[src/rtl/mrg_pkg.sv]
package mrg_pkg;
   localparam int WORD_W    = 32;
   localparam int LOCK_BIT  = 31;
   localparam int FIELD_MSB = 24;
   localparam int FIELD_LSB = 2;
   localparam int FIELD_W   = FIELD_MSB - FIELD_LSB + 1;
   localparam int GRAN_LOG2 = 10;
   localparam logic [WORD_W-1:0] RMASK_INIT = 32'hBFFF_FFFF;
   localparam logic [WORD_W-1:0] WMASK_INIT = 32'hFFFF_FFFF;

   typedef enum logic [1:0] {
      SLOT_LO    = 2'd0,
      SLOT_HI    = 2'd1,
      SLOT_RMASK = 2'd2,
      SLOT_WMASK = 2'd3
   } slot_e;

   typedef logic [FIELD_W-1:0] kb_t;
endpackage

[src/rtl/mrg_region.sv]
module mrg_region
   import mrg_pkg::*;
#(
   parameter int CFG_AW = 8,
   parameter int BASE   = 'h40
) (
   input  logic              clk,
   input  logic              rst_n,
   input  logic [CFG_AW-1:0] cfg_addr,
   input  logic [WORD_W-1:0] cfg_wdata,
   input  logic              cfg_we,
   input  kb_t               txn_kb,
   input  logic              txn_write,
   input  logic [WORD_W-1:0] txn_agent,
   output logic [WORD_W-1:0] rd_data,
   output logic              permit
);
   localparam logic [CFG_AW-1:0] BASE_V = CFG_AW'(BASE);

   kb_t               lo_kb, hi_kb;
   logic [WORD_W-1:0] rmask, wmask;
   logic              locked;
   logic              sel, active, hit;
   slot_e             slot;
   logic [WORD_W-1:0] mask;

   assign sel  = (cfg_addr[CFG_AW-1:2] == BASE_V[CFG_AW-1:2]);
   assign slot = slot_e'(cfg_addr[1:0]);

   // Lock freezes all four words; lock itself is set by a separate write.
   always_ff @(posedge clk or negedge rst_n) begin
      if (!rst_n) begin
         lo_kb  <= '0;
         hi_kb  <= '0;
         rmask  <= RMASK_INIT;
         wmask  <= WMASK_INIT;
         locked <= 1'b0;
      end else if (cfg_we && sel && !locked) begin
         unique case (slot)
            SLOT_LO: begin
               if (cfg_wdata[LOCK_BIT]) locked <= 1'b1;
               else                     lo_kb  <= cfg_wdata[FIELD_MSB:FIELD_LSB];
            end
            SLOT_HI:    hi_kb <= cfg_wdata[FIELD_MSB:FIELD_LSB];
            SLOT_RMASK: rmask <= cfg_wdata;
            SLOT_WMASK: wmask <= cfg_wdata;
            default: ;
         endcase
      end
   end

   always_comb begin
      rd_data = '0;
      if (sel) begin
         unique case (slot)
            SLOT_LO:    rd_data = {locked, 6'b0, lo_kb, 2'b0};
            SLOT_HI:    rd_data = {7'b0, hi_kb, 2'b0};
            SLOT_RMASK: rd_data = rmask;
            SLOT_WMASK: rd_data = wmask;
            default:    rd_data = '0;
         endcase
      end
   end

   assign active = (|lo_kb) && (|hi_kb);
   assign hit    = active && (txn_kb >= lo_kb) && (txn_kb <= hi_kb);
   assign mask   = txn_write ? wmask : rmask;
   assign permit = !hit || (|(mask & txn_agent));
endmodule

[src/rtl/mrg_decide.sv]
module mrg_decide
   import mrg_pkg::*;
#(
   parameter int NUM_REGIONS = 8
) (
   input  logic [NUM_REGIONS-1:0]             permit,
   input  logic [NUM_REGIONS-1:0][WORD_W-1:0] rd_data,
   output logic                               allow,
   output logic [WORD_W-1:0]                  cfg_rdata
);
   // Every matching window must agree; unselected windows drive zero.
   assign allow = &permit;

   always_comb begin
      cfg_rdata = '0;
      for (int i = 0; i < NUM_REGIONS; i++) cfg_rdata = cfg_rdata | rd_data[i];
   end
endmodule

[src/rtl/mem_region_guard.sv]
module mem_region_guard
   import mrg_pkg::*;
#(
   parameter int NUM_REGIONS = 8,
   parameter int CFG_AW      = 8,
   parameter int REG_BASE    = 'h40,
   parameter int ADDR_W      = 32
) (
   input  logic              clk,
   input  logic              rst_n,
   input  logic [CFG_AW-1:0] cfg_addr,
   input  logic [31:0]       cfg_wdata,
   input  logic              cfg_we,
   output logic [31:0]       cfg_rdata,
   input  logic              txn_valid,
   input  logic [ADDR_W-1:0] txn_addr,
   input  logic              txn_write,
   input  logic [31:0]       txn_agent,
   input  logic [31:0]       mem_rdata,
   output logic              txn_allow,
   output logic              mem_we,
   output logic [31:0]       txn_rdata,
   output logic              reset_req
);
   localparam int KB_W    = ADDR_W - GRAN_LOG2;
   localparam int MAP_END = REG_BASE + 4 * NUM_REGIONS;

   if (NUM_REGIONS < 1 || NUM_REGIONS > 16) begin : g_bad_count
      $error("NUM_REGIONS out of range");
   end
   if ((REG_BASE % 4) != 0) begin : g_bad_base
      $error("REG_BASE must be word-group aligned");
   end
   if (MAP_END > (1 << CFG_AW)) begin : g_bad_map
      $error("register map exceeds CFG_AW");
   end
   if (KB_W < 1 || KB_W > FIELD_W) begin : g_bad_addr
      $error("ADDR_W does not fit the bound field");
   end

   kb_t                                txn_kb;
   logic [NUM_REGIONS-1:0]             permit;
   logic [NUM_REGIONS-1:0][WORD_W-1:0] rd_data;
   logic                               allow;
   logic                               unused_offset;

   assign txn_kb        = kb_t'(txn_addr >> GRAN_LOG2);
   assign unused_offset = ^txn_addr[GRAN_LOG2-1:0];

   for (genvar g = 0; g < NUM_REGIONS; g++) begin : g_region
      mrg_region #(
         .CFG_AW (CFG_AW),
         .BASE   (REG_BASE + 4 * g)
      ) u_region (
         .clk       (clk),
         .rst_n     (rst_n),
         .cfg_addr  (cfg_addr),
         .cfg_wdata (cfg_wdata),
         .cfg_we    (cfg_we),
         .txn_kb    (txn_kb),
         .txn_write (txn_write),
         .txn_agent (txn_agent),
         .rd_data   (rd_data[g]),
         .permit    (permit[g])
      );
   end

   mrg_decide #(.NUM_REGIONS(NUM_REGIONS)) u_decide (
      .permit    (permit),
      .rd_data   (rd_data),
      .allow     (allow),
      .cfg_rdata (cfg_rdata)
   );

   assign txn_allow = allow;
   assign mem_we    = txn_valid && txn_write && allow;
   assign txn_rdata = allow ? mem_rdata : '1;

   always_ff @(posedge clk or negedge rst_n) begin
      if (!rst_n) reset_req <= 1'b0;
      else        reset_req <= txn_valid && !allow;
   end
endmodule

[config.mk]
export PLATFORM = sky130hd
export DESIGN_NAME = mem_region_guard
export DESIGN_NICKNAME = d
export VERILOG_FILES = /design/src/rtl/mrg_pkg.sv /design/src/rtl/mrg_region.sv /design/src/rtl/mrg_decide.sv /design/src/rtl/mem_region_guard.sv
export SDC_FILE = /design/constraint.sdc
export NUM_CORES = 2
export LEC_CHECK = 0
export BUFFER_PORTS_ARGS = -buffer_cell sky130_fd_sc_hd__buf_4
export CAP_MARGIN = 25
export CORE_MARGIN = 3
export CORE_UTILIZATION = 30
export DETAILED_ROUTE_END_ITERATION = 8
export GPL_TIMING_DRIVEN = 0
export SETUP_SLACK_MARGIN = 0.5
export SYNTH_ARGS = -nofsm -noshare
export SYNTH_HDL_FRONTEND = slang
export SYNTH_SLANG_ARGS = --single-unit
export TNS_END_PERCENT = 30
[constraint.sdc]
create_clock -name clk -period 9.1 [get_ports clk]
set_clock_uncertainty 0.05 [all_clocks]
set_input_delay 1.82 -clock clk [delete_from_list [all_inputs] [get_ports clk]]
set_output_delay 1.82 -clock clk [all_outputs]
set_load 0.01 [all_outputs]
==> results.py <==
metrics = {
    "floorplanning": {
        "start_util": 0.302,
        "io_pins": 208,
        "placementRows": 156,
        "coreArea_mm2": 0.181,
        "die_w_um": 433,
        "die_area_mm2": 0.188,
        "die_h_um": 433,
    },
    "critical_path": {
        "critical_path.cell_chain": "buf_6, buf_2, buf_4, buf_2, mux2_2, a22oi_1, nand4_1, nor3_1, nand2_1, a211oi_1, nor4_1, and4_1, buf_4",
        "required_ns": 7.23,
        "worst_path_largest_cell_delay_ns": 0.93,
        "r2r-end": "reset_req",
        "critPathLaunchType": "input pin",
        "worstSetupPathType": "input pin to output pin",
        "end_kind": "output pin",
        "reg2reg_slack_ns": 4.83,
        "regToRegStartpoint": "g_region[5].u_region.hi_kb[17]",
        "cp.arrival_ns": 7.08,
        "worst-path-max-fanout": 10,
        "rr_worst_depth": 10,
        "critPathSlowestCell": "a211oi_1",
    },
    "clocking": {
        "clock_latency_ns": 0.76,
        "cts_buffers": 104,
        "ctsHoldBuffers": 0,
        "clock-sinks": 889,
        "root_buffer": "clkbuf_16",
        "htreeDepth": 3,
        "clk_pin_slew_ns": 0.06,
        "ctsLongestPathBuffers": 3,
        "cts_tree": "yes",
    },
    "routing": {
        "wl_met2_um": 133000,
        "avgViaCountPerCell": 6.20,
        "drt_pass1_iterations": 6,
        "ant_nets": 0,
        "vias": 47300,
        "wl_um": 318000,
        "wl_per_cell_um": 41.7,
        "drt_iter0_drc": 5998,
        "wl_met3_um": 32700,
        "top_layer": "met5",
        "wl_met1_um": 125000,
        "drc_errors": 0,
    },
    "sta": {
        "fmax_mhz": 112,
        "finalCritPeriodShare": 0.983,
        "fin_ws_ns": 0.152,
        "worst_hold_slack_ns": 0.433,
        "finalSetupViolations": 0,
        "finalCriticalPeriod_ns": 8.95,
        "grt_setup_unrepaired": "no",
        "hold_violations": 0,
        "worst_pin_slew_ns": 1.36,
        "slew_headroom": 0.0939,
        "maxSlewViolCount": 0,
    },
    "synth": {
        "synth_most_common_cell": "mux2_2",
        "synthMuxAreaShare": 0.283,
        "ys.flop_type": "dfstp_2",
        "synth.top_cells.by_count": "1056 x mux2_2, 504 x dfstp_2, 385 x dfrtp_1",
        "yosys_warnings": 0,
        "ys_ff_latch": 889,
        "synthXorXnorAreaFrac": 0,
        "synth.distinct_cells": 67,
        "synthTopCellsByArea": "dfstp_2 24%, mux2_2 22%, dfrtp_1 18%",
        "syn_nets": 5287,
        "synth_top_family_by_area": "multiplexers",
        "synth_top_area_frac": 0.242,
        "ys_seq_area_frac": 0.418,
        "synthAdderAreaFrac": 0.0804,
        "synth_edf_count": 0,
        "synth-compound-area-share": 0.0999,
        "yosys.area_share.simple": 0.0691,
        "netlist_area_mm2": 0.0548,
        "syn_inst": 4794,
        "yosysTopAreaCell": "dfstp_2",
        "async_flop_share": 1.00,
        "syn_area_per_cell_um2": 11.4,
    },
    "min_path": {
        "hold_path_depth": 1,
        "min_path_type": "flop to flop",
        "min_from": "g_region[7].u_region.locked",
        "min_to": "g_region[7].u_region.locked",
    },
    "grt": {
        "antenna_found_initial": 49,
        "grt_overflow_total": 0,
        "grt_usage": 0.331,
        "grt_pass1_vias": 45100,
        "grt_pass1_wl_um": 416000,
        "grt_max_degree": 119,
    },
    "cells_and_area": {
        "finalNonFillerCells": 7628,
        "layout-drive-gt1-share": 0.416,
        "fill_cells": 18000,
        "syn_to_final_growth_pct": 17.0,
        "layout.nets": 5646,
    },
    "place": {
        "io_buffer_count": 160,
        "place_hpwl_um": 249000,
        "dp.cells": 7411,
        "pre_cts_slack_ns": 0.193,
        "gp_congestion": 1.04,
    },
    "pwr": {
        "p_leak_nw": 28.0,
        "p_per_area_mw_per_mm2": 170,
        "ir_drop_mv": 0.145,
    },
    "run": {
        "drv_cap": 0,
    },
    "status": {
        "status": "finished clean",
    },
}
==> per-layer routing <==
layer	up-vias	track usage
li1	18600	-
met1	24700	0.425
met2	3072	0.478
met3	875	0.0870
met4	20	0.245
met5	-	0
==> power breakdown <==
group	switching (mW)	total, mW	internal [mW]
Combinational	1.30	1.98	0.681
Clock	1.88	4.49	2.60
Sequential	0.236	4.46	4.22
==> how the worst max path moves through the flow <==
stage | startpoint | endpoint | slack (ns) | depth (start not counted)
after floorplan | txn_addr[10] | txn_rdata[10] | 3.18 | 11
final | txn_write | txn_allow | 0.15 | 13
after CTS | txn_write | txn_allow | 0.48 | 12
after global placement | rst_n | g_region[6].u_region.hi_kb[7] | -4.57 | 1
after detailed placement | txn_write | txn_allow | 0.19 | 12
after global routing | txn_write | txn_rdata[3] | 0.59 | 15
==> metrics by stage <==
step / utilization / total power [mW] / TNS [ns] / area (µm²)
6_report: 0.354 / 10.9 / 0 / 64100
5_1_grt: 0.354 / 11.2 / 0 / 64100
4_1_cts: 0.353 / 10.9 / 0 / 64000
3_5_place_dp: 0.333 / 6.41 / 0 / 60400
3_3_place_gp: 0.325 / 6.31 / -2204.98 / 58900
2_1_floorplan: - / 5.28 / 0 / 54800
==> what timing repair did <==
action,CTS,global route
setup buffers,0,0
gates resized for setup,3,0
setup endpoints to repair,3,0
==> cell type report <==
class | instances | area [µm²] | share of cell area
plain buffers | 336 | 1480 | 0.0231
diodes | 16 | 40.0 | 0.000625
clock inverters | 38 | 477 | 0.00744
flip-flops and latches | 889 | 22900 | 0.357
repair buffers | 253 | 2640 | 0.0412
inverters | 345 | 1290 | 0.0202
multi-input cells | 3224 | 29200 | 0.455
well taps | 2370 | 2970 | 0.0463
clock buffers | 157 | 3130 | 0.0489
==> placed cells by master, fill, tap and decap left out, drive strengths merged, types with 112 or more instances in the layout <==
master,count
mux2i,146
a21oi,112
o21ai,237
nand2,266
clkbuf,357
buf,386
ha,352
o22ai,112
mux2,1064
a22oi,186
dfstp,504
inv,346
dfrtp,385
==> flip-flops by register name, summed over array words and instances, names as in the netlist <==
signal	cells
g_region.u_region.hi_kb	184
g_region.u_region.lo_kb	184
g_region.u_region.locked	8
g_region.u_region.rmask	256
g_region.u_region.wmask	256
reset_req	1
==> cell families (layout without fill, tap and decap cells) <==
kind of cell	Yosys count	count (layout)
AND/OR/NAND/NOR	722	722
buffers and inverters	681	1129
other	0	16
flip-flops	889	889
AO/OA/AOI/OAI	848	848
adder cells (fa/ha/maj)	352	352
multiplexers	1302	1302
==> worst max-delay path, delay by kind of cell <==
kind,cells,cell delay (ns)
simple gates,5,1.64
buf+inv,5,1.77
mux,1,0.42
compound gates,2,1.39
No activity file was read; power rests on OpenSTA's default activity.
